### config.mk
export PLATFORM = sky130hd
export DESIGN_NAME = irqagg_top
export DESIGN_NICKNAME = d
export VERILOG_FILES = /design/src/rtl/irqagg_pkg.sv /design/src/rtl/irqagg_event_reg.sv /design/src/rtl/irqagg_mask_reg.sv /design/src/rtl/irqagg_line_fsm.sv /design/src/rtl/irqagg_top.sv
export SDC_FILE = /design/constraint.sdc
export NUM_CORES = 1
export LEC_CHECK = 0
export ABC_AREA = 1
export BUFFER_PORTS_ARGS = -buffer_cell sky130_fd_sc_hd__buf_2
export CAP_MARGIN = 20
export CORE_ASPECT_RATIO = 0.75
export CORE_MARGIN = 2
export CORE_UTILIZATION = 47
export DETAILED_ROUTE_END_ITERATION = 16
export GPL_ROUTABILITY_DRIVEN = 0
export GPL_TIMING_DRIVEN = 1
export PLACE_DENSITY_LB_ADDON = 0.12
export SETUP_SLACK_MARGIN = 0.05
export SLEW_MARGIN = 20
export SYNTH_ARGS = -nofsm -noshare
export SYNTH_HDL_FRONTEND = slang
export SYNTH_SLANG_ARGS = --single-unit
### constraint.sdc
create_clock -name clk -period 1.7 [get_ports clk]
set_clock_uncertainty 0.2 [all_clocks]
set_input_delay 0.17 -clock clk [delete_from_list [all_inputs] [get_ports clk]]
set_output_delay 0.17 -clock clk [all_outputs]
set_load 0.1 [all_outputs]
### src/rtl/irqagg_pkg.sv
package irqagg_pkg;

    localparam int EVT_W_DEF = 32;

    // event bit positions
    localparam int B_TX_FRAME   = 0;
    localparam int B_RX_FRAME   = 1;
    localparam int B_GTS_DONE   = 5;
    localparam int B_GRS_DONE   = 6;

    localparam logic [EVT_W_DEF-1:0] GRP_TX_DEF  = 32'h0000_0001;
    localparam logic [EVT_W_DEF-1:0] GRP_RX_DEF  = 32'h0000_0002;
    localparam logic [EVT_W_DEF-1:0] GRP_ERR_DEF = 32'h00FF_FFF0;

    localparam int N_LINES = 3;
    localparam int L_TX  = 0;
    localparam int L_RX  = 1;
    localparam int L_ERR = 2;

    typedef enum logic {
        LINE_QUIET  = 1'b0,
        LINE_RAISED = 1'b1
    } line_state_e;

endpackage

### src/rtl/irqagg_event_reg.sv
module irqagg_event_reg #(
    parameter int W = 32
) (
    input  logic         clk,
    input  logic         rst_n,
    input  logic [W-1:0] set_i,
    input  logic         clr_we_i,
    input  logic [W-1:0] clr_data_i,
    output logic [W-1:0] nxt_o,
    output logic [W-1:0] q_o
);
    logic [W-1:0] clr_eff;

    always_comb begin
        clr_eff = clr_we_i ? clr_data_i : '0;
        // set has priority over a clear of the same bit
        nxt_o   = (q_o & ~clr_eff) | set_i;
    end

    always_ff @(posedge clk or negedge rst_n) begin
        if (!rst_n) q_o <= '0;
        else        q_o <= nxt_o;
    end
endmodule

### src/rtl/irqagg_mask_reg.sv
module irqagg_mask_reg #(
    parameter int W = 32
) (
    input  logic         clk,
    input  logic         rst_n,
    input  logic         we_i,
    input  logic [W-1:0] d_i,
    output logic [W-1:0] q_o
);
    always_ff @(posedge clk or negedge rst_n) begin
        if (!rst_n)    q_o <= '0;
        else if (we_i) q_o <= d_i;
    end
endmodule

### src/rtl/irqagg_line_fsm.sv
module irqagg_line_fsm
    import irqagg_pkg::*;
#(
    parameter int         W   = 32,
    parameter logic [W-1:0] GRP = '0
) (
    input  logic         clk,
    input  logic         rst_n,
    input  logic [W-1:0] set_i,
    input  logic [W-1:0] msk_i,
    input  logic         clr_we_i,
    input  logic [W-1:0] evt_nxt_i,
    output logic         irq_o
);
    line_state_e state_q, state_d;
    logic grp_set, grp_empty;

    always_comb begin
        grp_set   = |(set_i & msk_i & GRP);
        grp_empty = ~|(evt_nxt_i & GRP);
        state_d   = state_q;
        unique case (state_q)
            LINE_QUIET:  if (grp_set) state_d = LINE_RAISED;
            LINE_RAISED: if (!grp_set && clr_we_i && grp_empty) state_d = LINE_QUIET;
            default:     state_d = LINE_QUIET;
        endcase
    end

    always_ff @(posedge clk or negedge rst_n) begin
        if (!rst_n) state_q <= LINE_QUIET;
        else        state_q <= state_d;
    end

    always_comb begin
        irq_o = (state_q == LINE_RAISED);
    end
endmodule

### src/rtl/irqagg_top.sv
module irqagg_top
    import irqagg_pkg::*;
#(
    parameter int             EVT_W   = EVT_W_DEF,
    parameter logic [EVT_W-1:0] GRP_TX  = GRP_TX_DEF,
    parameter logic [EVT_W-1:0] GRP_RX  = GRP_RX_DEF,
    parameter logic [EVT_W-1:0] GRP_ERR = GRP_ERR_DEF
) (
    input  logic             clk,
    input  logic             rst_n,
    input  logic [EVT_W-1:0] evt_set_i,
    input  logic             clr_we_i,
    input  logic [EVT_W-1:0] clr_data_i,
    input  logic             msk_we_i,
    input  logic [EVT_W-1:0] msk_data_i,
    output logic [EVT_W-1:0] evt_o,
    output logic [EVT_W-1:0] msk_o,
    output logic             irq_tx_o,
    output logic             irq_rx_o,
    output logic             irq_err_o
);
    localparam logic [N_LINES-1:0][EVT_W-1:0] GRPS = {GRP_ERR, GRP_RX, GRP_TX};

    logic [EVT_W-1:0]   evt_nxt;
    logic [N_LINES-1:0] irq_vec;

    irqagg_event_reg #(.W(EVT_W)) u_evt (
        .clk(clk), .rst_n(rst_n), .set_i(evt_set_i),
        .clr_we_i(clr_we_i), .clr_data_i(clr_data_i),
        .nxt_o(evt_nxt), .q_o(evt_o)
    );

    irqagg_mask_reg #(.W(EVT_W)) u_msk (
        .clk(clk), .rst_n(rst_n), .we_i(msk_we_i), .d_i(msk_data_i), .q_o(msk_o)
    );

    for (genvar g = 0; g < N_LINES; g++) begin : g_line
        irqagg_line_fsm #(.W(EVT_W), .GRP(GRPS[g])) u_fsm (
            .clk(clk), .rst_n(rst_n), .set_i(evt_set_i), .msk_i(msk_o),
            .clr_we_i(clr_we_i), .evt_nxt_i(evt_nxt), .irq_o(irq_vec[g])
        );
    end

    assign irq_tx_o  = irq_vec[L_TX];
    assign irq_rx_o  = irq_vec[L_RX];
    assign irq_err_o = irq_vec[L_ERR];
endmodule

==> run metrics, run 1 <==
outcome complete, no violations; cell count after placement 512; Leak 0.00241 uW; RSZ-0062 raised after global routing no; Syn Area/Cell 10.3 sq um; Setup crit start kind input port; predominant post-synthesis flop cell dfrtp_1; min Tclk post-route 1.60 ns; top layer in use met4; Detailed Place HPWL 5370 microns; Fmax achieved ~0.63 GHz; synthesized netlist net count between 300 and 400; Max-slew headroom about two thirds; top-count cell post-synth nand2_1; die height around 71 microns; Max Slew Vio Count 0; final core utilization between 80% and 90%; Worst Path Max Fanout 2; Root Driver clkbuf_8; initial core utilization ~48%; CP Data Required Time 1.73 ns; postcts setup bufs 0; CTS tree done; Distinct cells, synth 20; Post-Syn Area 0.00281 sq mm; maximum VDD drop 0.000832 V; largest net degree at the start of global routing 68; hold_buf cts 97; sequential area share after synthesis 59.7%; crit-path cells dlygate4sd3_1 -> buf_2 -> a21oi_1 -> dlygate4sd3_1 -> inv_1; critical path class input port to register; fin area 0.00495 sq mm; vias in the first global route 3052; Power Density slightly above 1000 mW/mm^2; DR WL met2 4810 microns; antenna violations before repair 0; via count between 2000 and 3000; GRT Overall Usage 28.0%; WP data arrival 1.62 ns; Post-synth EDFFs 0; slowest stage delay, CP 0.58 ns; 1st-pass router iterations 4; Final Power slightly above 5000 uW; clk_lat worst skew 0.33 ns; delay-heaviest family, CP buffers and inverters; fin crit share a little over nine tenths; CTS sink count 67; Cell Count, Final, Fillers Out 625; Min-Delay Path Class input port to register; CP bufs+invs 4; wire per inst 14.5 microns; #FFs+latches synth 67; Layout Nets 642; H-tree depth 3; Syn-to-layout area delta 76.3%; placed cell areas 0.00376 sq mm; Residual DRC 0; post-CTS sizing 0; fraction of registers with async set/reset 100%; leading post-synthesis cells by cell area dfrtp_1, nand2_1, mux2_2; ANT nets after route 0; CTS clk-pin slew, worst paths 0.07 ns; total negative setup slack 0 ns; I/O Buffers 166; MaxCap Viol Count 0; final hold vios 0; Finish-stage setup viols 0; total CTS buffers 9; share of post-route cells with drive strength above 1 46.6%; routed vias/inst roughly 4.7; Metal-1 WL 3550 microns; share of the synthesized area in the top cell type approximately three fifths; Ant. Diodes 0; standard-cell row count 24; die area 0.00662 sq mm; global-route wire length before repair about 14000 microns; CP most frequent cell dlygate4sd3_1; Routed WL 9090 microns; gr ovfl total 0; WL met3 573 microns; Synth Instances about 270; Synth top cells by count nand2_1, dfrtp_1, inv_1; Iteration-0 DRC Markers 105; cell taking the most area after synthesis dfrtp_1; Slowest cell on crit path dlygate4sd3_1; io pins 167; die width 93.3 microns; Worst-Margin Slew 0.504 ns; Worst setup EP type register; core area 0.00580 sq mm; Syn. warnings 0; clk buf depth 2
==> path summary, 6_finish.rpt <==
check                                                 from                              end  slack [ns]  cells past startpoint
setup / recovery                             evt_set_i[19]          u_evt.q_o[19]$_DFF_PN0_        0.10                      5
hold / removal                               clr_data_i[0]  g_line[0].u_fsm.irq_o$_DFF_PN0_        0.04                      5
setup reg to reg                    u_evt.q_o[9]$_DFF_PN0_           u_evt.q_o[9]$_DFF_PN0_        0.18                      3
hold reg to reg            g_line[2].u_fsm.irq_o$_DFF_PN0_  g_line[2].u_fsm.irq_o$_DFF_PN0_        0.27                      2
max in group asynchronous                            rst_n          u_evt.q_o[19]$_DFF_PN0_        0.81                      3
min in group asynchronous                            rst_n        u_msk.q_o[27]$_DFFE_PN0P_        0.19                      3
==> per-layer routing <==
layer / track usage [%] / vias up
met5: 0 / -
met4: 7.19 / 0
met3: 7.67 / 16
met2: 52.0 / 113
met1: 32.0 / 1407
li1: - / 1401
==> through the flow <==
stage,hold WS [ns],worst slack (ns)
after floorplan,-0.326,0.0504
after CTS,0.0178,0.135
after global routing,0.0434,0.0664
after global placement,0.0185,0.122
final,0.0376,0.104
after detailed placement,0.0180,0.0979
==> cell usage in the layout, fill, tap and decap left out, types with 10 or more instances in the layout <==
cell type and instances:
a21o_1 12, nor2_1 12, dfrtp_1 37, buf_2 166, o21ai_0 10, mux2_2 25, dlygate4sd3_1 97, clkbuf_8 13
nand2_1 77, inv_1 30, dfrtp_2 30, nand2_2 11
==> where the power goes <==
| part | internal (uW) | switching, uW |
|---|---|---|
| logic | 463 | 1330 |
| registers | 1740 | 83.2 |
| clock network | 841 | 581 |
| total | 3040 | 1990 |
==> worst min-delay path: stages <==
cell and delay [ns]:
buf_2 0.10, nand2_1 0.05, a21o_1 0.12, o21bai_1 0.06
inv_1 0.04
==> cell families (layout without fill, tap and decap cells) <==
group	after synthesis	after routing	share of synthesized area, %
buffers and inverters	38	313	6.33
flip-flops	67	67	59.7
multiplexers	25	25	10.0
AO/OA/AOI/OAI	36	36	8.42
AND/OR/NAND/NOR	106	106	15.5
==> registers in the layout, summed over array words and instances (netlist names) <==
signal              count
u_msk.q_o              32
u_evt.q_o              32
g_line.u_fsm.irq_o      3
==> area by class of cell <==
class	instances	area (sq um)
Clock inverter	1	30.0
Clock buffer	15	186
Inverter	30	113
Fill cell	315	843
Sequential cell	67	1710
Tap cell	78	97.6
Multi-Input combinational cell	167	955
Timing Repair Buffer	267	1860
(Power assumes the default switching activity.)
==> run 2, diff against run 1 <==
- ABC_AREA: 1 -> default
- CORE_UTILIZATION: 47 -> 43
- clock period: 1.7 -> 1.5 ns (I/O delays scaled with it)
==> run 2 against run 1 <==
  * Sequential power rose by 15%
  * The run now ends with negative hold slack, negative setup slack left
  * Utilization rose by 0.68 points
  * Via count fell by 3.4%
  * Clock-buffer cell count fell by 6
  * Final area rose by 8.3%
  * Clock power rose by 18%
  * First-iteration DRC count fell by 27%
  * Cell count fell by 8.6%
  * Largest cell class unchanged
==> run metrics, run 2 <==
MaxCap Viol Count 0; synthesized netlist net count 304; Syn. warnings 0; Worst setup EP type register; die height ~73 microns; most frequent cells in the layout buf_2, buf_4, dlygate4sd3_1, dfrtp_2, mux2_1; final hold vios 2; Min-Delay Path Class input port to register; Routed WL 9890 microns; Final Power 6020 uW; WP data arrival ~1.9 ns; multi-input combinational cell area 0.00101 sq mm; Detailed Place HPWL 5850 microns; Post-Syn Area 0.00275 sq mm; RSZ-0062 raised after global routing yes; Worst-Margin Slew about 0.36 ns; CTS clk-pin slew, worst paths 0.08 ns; Synth top cells by count dfrtp_1, mux2_1, nand2_1; I/O Buffers 166; sequential area share after synthesis 61.1%; clk buf depth 2; total CTS buffers 9; Syn-to-layout area delta 95.3%; slowest stage delay, CP 0.48 ns; maximum VDD drop 0.000782 V; failing checks negative hold slack, negative setup slack; Syn Area/Cell around 13 sq um; routed vias/inst 4.97; Setup crit start kind register; CP Data Required Time 1.52 ns; total negative setup slack -0.370 ns; Root Driver clkbuf_8; io pins 167; top-count cell post-synth dfrtp_1; largest net degree at the start of global routing 68; die width 96.3 microns; crit-path cells a21boi_1 -> a2111oi_2 -> nand4_1 -> o41ai_2 -> nand2_1; global-route wire length before repair approximately 15000 microns; gr ovfl total 0; clk_lat worst skew 0.34 ns; H-tree depth 3; #FFs+latches synth 67; Ant. Diodes 0; leading post-synthesis cells by cell area dfrtp_1, mux2_1, a21o_1; Max-slew headroom 76.2%; Leak 0.00245 uW; Power Density 1120 mW/mm^2; Layout Nets 585; fin crit share 125%; Post-synth EDFFs 0; CTS tree done; Worst Path Max Fanout 2; die area 0.00705 sq mm; 1st-pass router iterations 4; outcome finished with violations; min Tclk post-route 1.87 ns; critical path class register to register; register area 0.00176 sq mm; Max Slew Vio Count 0; share of post-route cells with drive strength above 1 56.9%; via count 2837; final core utilization 86.1%; Distinct cells, synth 26; Fmax achieved 0.535 GHz; Residual DRC 0; setup ws final -0.370 ns; initial core utilization between 40% and 50%; GRT Overall Usage 28.1%; Synth Instances 204; most common cell after layout, fill and taps aside buf_2; Slowest cell on crit path dfrtp_4; Iteration-0 DRC Markers 77; Min Hold Slack -0.132 ns; CTS sink count 67; antenna violations before repair 0; Place WS -0.450 ns; predominant post-synthesis flop cell dfrtp_1; fraction of registers with async set/reset 100%; cell taking the most area after synthesis dfrtp_1; core area about 0.0062 sq mm; wire per inst 17.3 microns; vias in the first global route 3013; Finish-stage setup viols 1; standard-cell row count 25; fill cell count between 300 and 400; ANT nets after route 0; share of the synthesized area in the top cell type 61.1%
run 2: area by class of cell:
class | count | area share (%)
clock inverter | 7 | 1.87
timing repair buffer | 278 | 42.1
sequential | 67 | 32.8
clock buffer | 9 | 2.31
multi-input combinational | 126 | 18.9
tap | 81 | 1.89
inverter | 3 | 0.210
run 2: where the power goes:
part | internal (uW) | switching [uW] | leakage [uW]
sequential | 1990 | 112 | 0.000682
combinational | 705 | 1530 | 0.00165
clock | 947 | 737 | 0.000114
run 2: repair_timing:
action,CTS,global route
buffers inserted,0,3
hold buffers,79,8
endpoints found under the setup margin,59,19
endpoints found under the hold margin,134,10
pin swaps,10,5
cloned,0,0
gates resized for setup,61,11
run 2: path summary, 6_finish.rpt:
| kind | from | to | slack [ns] | cells past startpoint |
|---|---|---|---|---|
| worst max-delay path | u_evt.q_o[11]$_DFF_PN0_ | g_line[2].u_fsm.irq_o$_DFF_PN0_ | -0.37 | 5 |
| worst min-delay path | evt_set_i[12] | u_evt.q_o[12]$_DFF_PN0_ | -0.13 | 3 |
| worst max register to register | u_evt.q_o[11]$_DFF_PN0_ | g_line[2].u_fsm.irq_o$_DFF_PN0_ | -0.37 | 5 |
| worst min register to register | u_evt.q_o[26]$_DFF_PN0_ | u_evt.q_o[26]$_DFF_PN0_ | 0.28 | 1 |
| max in group asynchronous | rst_n | u_msk.q_o[27]$_DFFE_PN0P_ | 0.64 | 3 |
| min in group asynchronous | rst_n | u_msk.q_o[11]$_DFFE_PN0P_ | 0.14 | 3 |
run 2: critical path: cells and delay by family, from the launching register on:
kind,cells,cell delay (ns)
AND/OR/NAND/NOR,2,0.29
AO/OA/AOI/OAI,3,0.78
flip-flops,1,0.48
run 2: cell families after synthesis:
group	count (synthesis)	synth area share, %
DFF	67	61.1
AOI/OAI and AO/OA	54	16.3
and+or+nand+nor	40	6.93
muxes	32	13.1
buffers and inverters	11	2.60
run 2: metal layers:
layer | global-route usage, % | routed length, microns | vias to the layer above
met3 | 8.47 | 670 | 16
met1 | 32.8 | 3900 | 1401
met4 | 10.3 | 204 | 0
li1 | - | - | 1305
met5 | 0 | 0 | -
met2 | 49.0 | 5120 | 115
run 2: stage by stage:
stage / instance area [sq um] / std cells
after floorplan: 2830 / 204
after global placement: 4140 / 475
after detailed placement: 4140 / 475
after CTS: 5320 / 570
after global routing: 5360 / 571
final: 5360 / 571
